==> src/rtl/ssm_pkg.sv <==
package ssm_pkg;
  typedef enum logic [1:0] {
    FMT_SPI  = 2'b00,
    FMT_TI   = 2'b01,
    FMT_MW   = 2'b10,
    FMT_RSVD = 2'b11
  } frame_fmt_e;

  localparam logic [1:0] ADDR_MODE  = 2'd0;
  localparam logic [1:0] ADDR_RATE  = 2'd1;
  localparam logic [1:0] ADDR_PSCAL = 2'd2;
endpackage

==> src/rtl/ssm_cfg_regs.sv <==
module ssm_cfg_regs
  import ssm_pkg::*;
#(
  parameter int RATE_W = 8,
  localparam int PRE_W = RATE_W - 1
) (
  input  logic              clk,
  input  logic              rst,
  input  logic              we,
  input  logic [1:0]        addr,
  input  logic [RATE_W-1:0] wdata,
  output frame_fmt_e        fmt,
  output logic              cpol,
  output logic              cpha,
  output logic              loop_en,
  output logic              enable,
  output logic [RATE_W-1:0] rate,
  output logic [PRE_W-1:0]  pre_half
);
  // prescale is held as divisor/2: bit 0 of the written value is dropped
  always_ff @(posedge clk) begin
    if (rst) begin
      fmt      <= FMT_SPI;
      cpol     <= 1'b0;
      cpha     <= 1'b0;
      loop_en  <= 1'b0;
      enable   <= 1'b0;
      rate     <= '0;
      pre_half <= '0;
    end else if (we) begin
      case (addr)
        ADDR_MODE: begin
          fmt     <= frame_fmt_e'(wdata[1:0]);
          cpol    <= wdata[2];
          cpha    <= wdata[3];
          loop_en <= wdata[4];
          enable  <= wdata[5];
        end
        ADDR_RATE:  rate     <= wdata;
        ADDR_PSCAL: pre_half <= wdata[RATE_W-1:1];
        default: ;
      endcase
    end
  end
endmodule

==> src/rtl/ssm_clkdiv.sv <==
module ssm_clkdiv #(
  parameter int RATE_W = 8,
  localparam int PRE_W = RATE_W - 1
) (
  input  logic              clk,
  input  logic              rst,
  input  logic              run,
  input  logic [PRE_W-1:0]  pre_half,
  input  logic [RATE_W-1:0] rate,
  output logic              half_tick
);
  logic [PRE_W-1:0]  pre_cnt;
  logic [RATE_W-1:0] rate_cnt;
  logic [PRE_W-1:0]  pre_lim;
  logic              pre_wrap;

  // a divisor below 2 behaves as 2, i.e. one system clock per prescaler tick
  always_comb begin
    pre_lim  = (pre_half == '0) ? '0 : pre_half - 1'b1;
    pre_wrap = (pre_cnt == pre_lim);
  end

  assign half_tick = run && pre_wrap && (rate_cnt == rate);

  always_ff @(posedge clk) begin
    if (rst || !run) begin
      pre_cnt  <= '0;
      rate_cnt <= '0;
    end else if (pre_wrap) begin
      pre_cnt  <= '0;
      rate_cnt <= (rate_cnt == rate) ? '0 : rate_cnt + 1'b1;
    end else begin
      pre_cnt <= pre_cnt + 1'b1;
    end
  end

  a_r8_prescale_in_range: assert property (@(posedge clk) disable iff (rst)
    run && $past(run) |-> pre_cnt <= pre_lim);
endmodule

==> src/rtl/ssm_engine.sv <==
module ssm_engine
  import ssm_pkg::*;
#(
  parameter int WORD_W = 8,
  localparam int EDGES = 2 * WORD_W,
  localparam int ECW   = $clog2(EDGES + 1)
) (
  input  logic              clk,
  input  logic              rst,
  input  frame_fmt_e        fmt,
  input  logic              cpol,
  input  logic              cpha,
  input  logic              loop_en,
  input  logic              enable,
  input  logic              half_tick,
  input  logic [WORD_W-1:0] tx_word,
  input  logic              start,
  input  logic              miso,
  output logic              sclk,
  output logic              mosi,
  output logic              cs_n,
  output logic [WORD_W-1:0] rx_word,
  output logic              done,
  output logic              busy
);
  localparam logic [ECW-1:0] EDGE_END = ECW'(EDGES);

  logic [WORD_W-1:0] sh_tx;
  logic [WORD_W-1:0] sh_rx;
  logic [ECW-1:0]    edge_cnt;
  logic              go;
  logic              ser_in;
  logic              sample_edge;

  assign go          = start && enable && (fmt == FMT_SPI) && !busy;
  assign ser_in      = loop_en ? mosi : miso;
  // even edge index = leaving rest level; phase picks which one samples
  assign sample_edge = (edge_cnt[0] == cpha);

  always_ff @(posedge clk) begin
    if (rst) begin
      busy     <= 1'b0;
      cs_n     <= 1'b1;
      sclk     <= 1'b0;
      mosi     <= 1'b0;
      sh_tx    <= '0;
      sh_rx    <= '0;
      rx_word  <= '0;
      done     <= 1'b0;
      edge_cnt <= '0;
    end else begin
      done <= 1'b0;
      if (!busy) begin
        sclk <= cpol;
        cs_n <= 1'b1;
        if (go) begin
          busy     <= 1'b1;
          cs_n     <= 1'b0;
          edge_cnt <= '0;
          sh_rx    <= '0;
          if (!cpha) begin
            mosi  <= tx_word[WORD_W-1];
            sh_tx <= {tx_word[WORD_W-2:0], 1'b0};
          end else begin
            sh_tx <= tx_word;
          end
        end
      end else if (!enable) begin
        busy <= 1'b0;
        cs_n <= 1'b1;
        sclk <= cpol;
        mosi <= 1'b0;
      end else if (half_tick) begin
        if (edge_cnt == EDGE_END) begin
          busy    <= 1'b0;
          cs_n    <= 1'b1;
          done    <= 1'b1;
          rx_word <= sh_rx;
          mosi    <= 1'b0;
        end else begin
          sclk     <= ~sclk;
          edge_cnt <= edge_cnt + 1'b1;
          if (sample_edge) begin
            sh_rx <= {sh_rx[WORD_W-2:0], ser_in};
          end else begin
            mosi  <= sh_tx[WORD_W-1];
            sh_tx <= {sh_tx[WORD_W-2:0], 1'b0};
          end
        end
      end
    end
  end

  a_r5_sclk_rests: assert property (@(posedge clk) disable iff (rst)
    cs_n && $past(cs_n) && $stable(cpol) |-> sclk == cpol);

  a_r3_accept_only_allowed: assert property (@(posedge clk) disable iff (rst)
    $rose(busy) |-> $past(start && enable && fmt == FMT_SPI));

  a_r4_done_one_cycle: assert property (@(posedge clk) disable iff (rst)
    done |=> !done);

  a_r4_done_closes_frame: assert property (@(posedge clk) disable iff (rst)
    done |-> !busy && cs_n);

  a_r4_select_tracks_busy: assert property (@(posedge clk) disable iff (rst)
    !busy |-> cs_n);

  a_r11_abort_no_done: assert property (@(posedge clk) disable iff (rst)
    $past(busy && !enable) |-> !done && !busy);
endmodule

==> src/rtl/ssm_top.sv <==
module ssm_top
  import ssm_pkg::*;
#(
  parameter int WORD_W = 8,
  parameter int RATE_W = 8,
  localparam int PRE_W = RATE_W - 1
) (
  input  logic              clk,
  input  logic              rst,
  input  logic              cfg_we,
  input  logic [1:0]        cfg_addr,
  input  logic [RATE_W-1:0] cfg_wdata,
  input  logic [WORD_W-1:0] tx_word,
  input  logic              start,
  input  logic              miso,
  output logic              sclk,
  output logic              mosi,
  output logic              cs_n,
  output logic [WORD_W-1:0] rx_word,
  output logic              done,
  output logic              busy
);
  frame_fmt_e        fmt;
  logic              cpol, cpha, loop_en, enable, half_tick;
  logic [RATE_W-1:0] rate;
  logic [PRE_W-1:0]  pre_half;

  ssm_cfg_regs #(.RATE_W(RATE_W)) u_regs (
    .clk(clk), .rst(rst), .we(cfg_we), .addr(cfg_addr), .wdata(cfg_wdata),
    .fmt(fmt), .cpol(cpol), .cpha(cpha), .loop_en(loop_en), .enable(enable),
    .rate(rate), .pre_half(pre_half)
  );

  ssm_clkdiv #(.RATE_W(RATE_W)) u_div (
    .clk(clk), .rst(rst), .run(busy), .pre_half(pre_half), .rate(rate),
    .half_tick(half_tick)
  );

  ssm_engine #(.WORD_W(WORD_W)) u_eng (
    .clk(clk), .rst(rst), .fmt(fmt), .cpol(cpol), .cpha(cpha),
    .loop_en(loop_en), .enable(enable), .half_tick(half_tick),
    .tx_word(tx_word), .start(start), .miso(miso), .sclk(sclk), .mosi(mosi),
    .cs_n(cs_n), .rx_word(rx_word), .done(done), .busy(busy)
  );
endmodule

==> config.mk <==
export PLATFORM = sky130hd
export DESIGN_NAME = ssm_top
export DESIGN_NICKNAME = d
export VERILOG_FILES = /design/src/rtl/ssm_pkg.sv /design/src/rtl/ssm_cfg_regs.sv /design/src/rtl/ssm_clkdiv.sv /design/src/rtl/ssm_engine.sv /design/src/rtl/ssm_top.sv
export SDC_FILE = /design/constraint.sdc
export NUM_CORES = 1
export LEC_CHECK = 0
export ABC_AREA = 1
export ABC_CLOCK_PERIOD_IN_PS = 5300
export BUFFER_PORTS_ARGS = -buffer_cell sky130_fd_sc_hd__buf_4
export CAP_MARGIN = 10
export CORE_MARGIN = 2
export CORE_UTILIZATION = 55
export CTS_CLUSTER_DIAMETER = 40
export DETAILED_ROUTE_END_ITERATION = 10
export PLACE_DENSITY_LB_ADDON = 0.3
export SYNTH_ARGS = -nofsm -noshare
export SYNTH_HDL_FRONTEND = slang
export SYNTH_SLANG_ARGS = --single-unit
==> constraint.sdc <==
create_clock -name clk -period 5.3 [get_ports clk]
set_input_delay 0.53 -clock clk [delete_from_list [all_inputs] [get_ports clk]]
set_output_delay 0.53 -clock clk [all_outputs]
set_load 0.05 [all_outputs]
# Word level (Yosys, flattened, before mapping)
# Cells that the tools add are included.
# Widths: inputs -> output; s select.
[word_totals]
memories = 0
regBits = 70
ramBits = 0
inputBits = 23
latchBits = 0
out_inout_bits = 13
mem_bits_ro = 0
wordCells = 108
[op_classes]
n_lt_le_gt_ge = 0
add_sub_neg = 4
n_eq_ne = 16
n_shift = 0
n_reduce_logical = 23
mux = 43
bitwise = 4
multipliers = 0
div = 0
[op_table]
columns = ["cell", "count"]
rows = [
  ["$mux 8", 14],
  ["$mux 5", 5],
  ["$mux 1", 23],
  ["$reduce_and 4->1", 3],
  ["$ne 2x2->1 const B", 5],
  ["$reduce_and 2->1", 5],
  ["$reduce_and 5->1", 2],
  ["$ne 3x3->1 const B", 3],
  ["$add 8x1->8 const B", 1],
  ["$eq 8x8->1", 1],
  ["$add 7x1->7 const B", 1],
  ["$eq 7x7->1", 1],
  ["$logic_not 7->1", 1],
  ["$mux 7", 1],
  ["$sub 7x1->7 const B", 1],
  ["$add 5x1->5 const B", 1],
  ["$eq 5x5->1 const B", 1],
  ["$logic_and 1x1->1", 5],
  ["$logic_not 2->1", 2],
  ["$ne 4x4->1 const B", 1],
  ["$not 1->1", 4],
  ["$reduce_or 4->1", 1],
  ["$eq 2x1->1 const B", 1],
  ["$eq 2x2->1 const B", 1],
  ["6 further kinds", 6],
]

# Longest topological paths before layout
[depth]
word_depth = 8
ltp_mapped = 17
ltp_nobuf = 17

# Modules after synthesis
# Synthesis repeated with hierarchy kept, for this count alone.
[hier_totals]
hier_cells = 602
hier_area_um2 = 3838.7
[modules_own_cells]
columns = ["mod", "area_each_um2", "cells_per_inst", "n_inst", "seq_area_each_um2"]
rows = [
  ["ssm_engine", 1710.4, 266, 1, 680.7],
  ["ssm_clkdiv", 1229.9, 198, 1, 300.3],
  ["ssm_cfg_regs", 898.4, 138, 1, 420.4],
]

# Least setup slack after synthesis
# No wires, ideal clock.
[synth_timing]
path_type = "reg-to-reg"
startpoint = "register u_regs.pre_half[0]"
endpoint = "register u_eng.edge_cnt[2]"
arrival_ns = 1.957
setup_slack_ns = 3.211
stages_incl_launch_ff = 17
setup_ns = 0.132
path_buffers = 2
period_less_slack_ns = 2.089
t_required_ns = 5.168
path_cell_list = "dfxtp_1 -> clkinv_1 -> ha_1 -> inv_2 -> nor2_2 -> nand3_2 -> buf_6 -> nand3_1 -> nand2_1 -> nand2_1 -> nor2_4 -> nand4_4 -> nand2_4 -> buf_6 -> nand2_2 -> nand2_1 -> a21oi_1"
[synth_via]
elab_chain_len = 7
word_cells_on_any_way = 8
cone_classes = "1 x add/sub; 2 x eq/ne; 1 x mux; 4 x reduce/logical"
[synth_lines]
columns = ["item", "line_no", "source"]
rows = [
  ["start: declaration", "ssm_cfg_regs.sv:18", "output logic [PRE_W-1:0] pre_half"],
  ["start signal: assignment", "ssm_cfg_regs.sv:40", "ADDR_PSCAL: pre_half <= wdata[RATE_W-1:1];"],
  ["$sub 7x1->7 or $logic_not 7->1 (tied branches)", "ssm_clkdiv.sv:19", "pre_lim = (pre_half == '0) ? '0 : pre_half - 1'b1;"],
  ["$mux 7 *", "ssm_clkdiv.sv:19", ""],
  ["$eq 7x7->1 *", "ssm_clkdiv.sv:20", "pre_wrap = (pre_cnt == pre_lim);"],
  ["$logic_and 1x1->1 * (2 in a row)", "ssm_clkdiv.sv:23", "assign half_tick = run && pre_wrap && (rate_cnt == rate);"],
  ["$ne 2x2->1 (no source line) *", "-", ""],
  ["$reduce_and 4->1 (no source line) *", "-", ""],
  ["end signal: assignment", "ssm_engine.sv:82", "edge_cnt <= edge_cnt + 1'b1;"],
  ["end: declaration", "ssm_engine.sv:30", "logic [ECW-1:0] edge_cnt;"],
]
# Mark *: on every way between the ends. The rest lies on a longest branch, timed or not.
# A chain may end at the register's enable or synchronous reset.

# Final worst setup path
[layout_timing]
startpoint = "register u_regs.pre_half[0]"
endpoint = "register u_eng.sh_rx[3]"
[layout_via]
elab_chain_len = 7
word_cells_on_any_way = 8
cone_classes = "1 x add/sub; 2 x eq/ne; 1 x mux; 4 x reduce/logical"
[layout_lines]
columns = ["item", "line_no", "source"]
rows = [
  ["$sub 7x1->7 or $logic_not 7->1 (tied branches)", "ssm_clkdiv.sv:19", ""],
  ["$mux 7 *", "ssm_clkdiv.sv:19", ""],
  ["$eq 7x7->1 *", "ssm_clkdiv.sv:20", ""],
  ["$logic_and 1x1->1 * (2 in a row)", "ssm_clkdiv.sv:23", ""],
  ["$ne 2x2->1 (no source line) *", "-", ""],
  ["$reduce_and 5->1 (no source line) *", "-", ""],
  ["end signal: assignment", "ssm_engine.sv:84", "sh_rx <= {sh_rx[WORD_W-2:0], ser_in};"],
  ["end: declaration", "ssm_engine.sv:29", "logic [WORD_W-1:0] sh_rx;"],
]
# Marked as above.

==> summary.md <==
| Metric | Value |
|---|---|
| Outcome | `finished, final reports clean` |
| Final worst path period share | `0.462` |
| Post-synth net total | `527` |
| Number of synthesized flops with an enable pin | `0` |
| GPL Wtd Cong | `0.888` |
| Startpoint of the worst hold path | `cfg_wdata[7]` |
| Placed instance count | `596` |
| Largest area contributor in the netlist | `dfxtp_1` |
| Clk sinks | `70` |
| CTS H-tree depth | `3` |
| Slew HR | `0.366` |
| Seq/Total Area, Yosys | `0.394` |
| Sw frac | `0.280` |
| Die Span Y | `84.4 µm` |
| CP peak stage delay | `0.33 ns` |
| PostCTS Resize Cnt | `0` |
| Site row count | `29` |
| Post-Synthesis Cell Area | `3550 µm²` |
| Peak VDD IR | `188 µV` |
| Internal power | `0.772 mW` |
| FMAX | `0.408 GHz` |
| Post-synth top cells | `nand2_1 (86), nor2_1 (74), dfxtp_1 (70), inv_1 (54), nand3_1 (40)` |
| Min cycle time layout | `2.45 ns` |
| Crit-path most repeated cell | `nand2_1` |
| Setup bufs post-CTS | `0` |
| Largest net degree at the start of global routing | `39` |
| Fin. max-slew vios | `0` |
| Grt total ovfl | `0` |
| Endpoint, Worst Hold | `u_regs.pre_half[6]` |
| Initial antenna violation count | `0` |
| NetSw | `0.300 mW` |
| WHS Path Cells | `3` |
| Area of the multi-input gates | `1850 µm²` |
| CP startpoint | `u_regs.pre_half[0]` |
| Crit path kind | `reg -> reg` |
| Worst-Margin Slew | `0.950 ns` |
| Clock slew at reported path FFs | `0.08 ns` |
| Prevailing post-synth register cell | `dfxtp_1` |
| Post-synth top area share | `0.394` |
| CTS tree | `built` |
| Die X | `84.4 µm` |
| Post-detail-place hpwl | `5570 µm` |
| Clock share of power | `0.354` |
| Worst Reg-to-Reg Cells | `14` |
| Clk buf depth | `2` |
| Finished Layout Cells | `612` |
| R2r setup slk | `2.85 ns` |
| Final setup fails | `0` |
| First-iteration detailed-routing DRC count | `192` |
| GRT Overall Usage | `0.224` |
| Final hold vios | `0` |
| Average routed wire per standard cell | `12.3 µm` |
| Critical path peak fanout | `12` |
| Setup ws final | `2.85 ns` |
| Total wire length | `7520 µm` |
| Vias | `3216` |
| Clk root buf | `clkbuf_8` |
| CP cell instances | `clkinv_1 -> ha_1 -> inv_2 -> nor2_2 -> nand3_2 -> nand4_1 -> nand2_1 -> nand2_1 -> nor2_4 -> nand4_4 -> inv_2 -> nand2_1 -> nand3_1 -> a21oi_1` |
| Register area | `1400 µm²` |
| P per Cell Area | `268 nW/µm²` |
| Most numerous cell in the Yosys netlist | `nand2_1` |
| Vias per cell | `5.25` |
| Final Skew | `0.0130 ns` |
| Distinct cells, synth | `38` |
| DRC Markers | `0` |
| Pre-CTS setup slack | `2.87 ns` |
| Worst Hold Class | `in -> reg` |
| I/O pins | `36` |
| Comb pwr share | `0.135` |
| Core box area | `6310 µm²` |
| Input/output buffers | `35` |
| Async SR Flop Fraction | `0` |
| ANT cells | `0` |
| Critical-path cell with the highest stage delay | `ha_1` |
| DRT Pass-1 Iters | `4` |
| Leakage | `1.70 nW` |
| Synth Instances | `499` |
| Initial Util | `0.563` |
| Share of cells above drive strength 1 | `0.146` |
| Setup crit end kind | `flip-flop` |
| Post-route setup TNS | `0 ns` |
| Inserted Clock Buffers | `9` |
| CP Launch Type | `flip-flop` |
| CP required | `5.54 ns` |
| Flops & latches, synth | `70` |
| First-pass GRT wire length | `13000 µm` |
| Yosys warning total | `0` |
| Unrepaired setup endpoints after global routing | `no` |
| Synth top area cells | `dfxtp_1 (39%), nand2_1 (9.1%), nor2_1 (7.8%)` |
| Delay-heaviest family, CP | `simple AND/OR/NAND/NOR gates` |
| Vias in the first global route | `2998` |
| Layout net count | `558` |
| Worst reg2reg startpoint | `u_regs.pre_half[0]` |
| Max Cap Viol | `0` |
| Data arrival, critical path | `2.69 ns` |
| RR Endpoint | `u_eng.sh_rx[3]` |
| CP bufs+invs | `3` |
| Die ar. | `7120 µm²` |
| Mean Syn Cell Area | `7.12 µm²` |
| Area grow syn2layout | `12.6%` |
| Clock Latency Late Sink | `0.36 ns` |
| Layout fillers | `573` |
| Antenna Nets Post-Route | `0` |
| CTS Hold Bufs | `0` |
| Sequential fraction of design power | `0.511` |
## how the worst max path moves through the flow
| stage | endpoint | cells past startpoint |
|---|---|---|
| after floorplan | u_eng.edge_cnt[2] | 16 |
| after global placement | u_eng.sh_rx[1] | 16 |
| after detailed placement | u_eng.sh_rx[3] | 14 |
| after CTS | u_eng.sh_rx[3] | 14 |
| after global routing | u_eng.sh_rx[6] | 14 |
| final | u_eng.sh_rx[3] | 14 |
## stage by stage
step                hold slack (ns)  area (µm²)  power (mW)   util
global placement              0.465        3830       0.701  0.607
finish                        0.409        4000        1.07  0.634
detailed placement            0.474        3830       0.705  0.607
CTS                           0.403        4000        1.08  0.634
floorplan                     0.441        3550       0.673      -
global route                  0.430        4000        1.12  0.634
## cells in the final DEF, fill, tap and decap left out, drive strengths merged
master,Yosys,layout
inv,57,57
clkinvlp,0,1
a21oi,28,28
o21ai,44,44
nand2,92,92
a32oi,1,1
a221oi,1,1
buf,5,35
nor2,79,79
a21boi,1,1
mux2,1,1
nor3b,4,4
xnor2,7,7
nand4,22,22
xor2,6,6
nor3,9,9
and3,1,1
nand3,46,46
ha,5,5
o21a,1,1
dfxtp,70,70
or2,5,5
o21bai,1,1
clkbuf,10,12
clkinv,3,6
## tightest hold or removal path, cell delays in order
cell    delay [ns]
buf_4         0.09
nor2_1        0.04
nor2_1        0.08
## sequential cells by signal, indices dropped and copies added (netlist names), 2 cells and up
name / flops
u_div.rate_cnt: 8
u_eng.rx_word: 8
u_eng.sh_rx: 8
u_eng.sh_tx: 8
u_regs.rate: 8
u_div.pre_cnt: 7
u_regs.pre_half: 7
u_eng.edge_cnt: 5
u_regs.fmt: 2
## cell families (layout without fill, tap and decap cells)
kind of cell	count (synthesis)	count (layout)	synth area share
DFF	70	70	0.394
and+or+nand+nor	258	258	0.354
xor gates and xnor gates	13	13	0.0320
adders and majority gates	5	5	0.0176
muxes	1	1	0.00317
buffers and inverters	75	111	0.0859
AOI/OAI and AO/OA	77	77	0.113
## area by class of cell
cell class                 instances  share of cell area
inverter                          60              0.0566
tap                               77              0.0241
timing repair buffer              35              0.0656
clock buffer                      12              0.0363
multi-input combinational        354               0.462
sequential                        70               0.350
clock inverter                     4             0.00563
## per-layer routing
metal	vias to the layer above	wire (µm)	global-route usage
met5	-	0	0
met4	0	128	0.0808
met3	14	297	0.0649
met2	50	3730	0.383
met1	1467	3360	0.269
li1	1685	-	-
## power by group through the flow
stage / registers [mW] / clock network (mW) / logic, mW
final: 0.548 / 0.380 / 0.145
after global routing: 0.550 / 0.407 / 0.164
after CTS: 0.548 / 0.387 / 0.145
after detailed placement: 0.560 / 0 / 0.144
after global placement: 0.560 / 0 / 0.141
after floorplan: 0.560 / 0 / 0.114
Power figures use the tool's default switching activity.
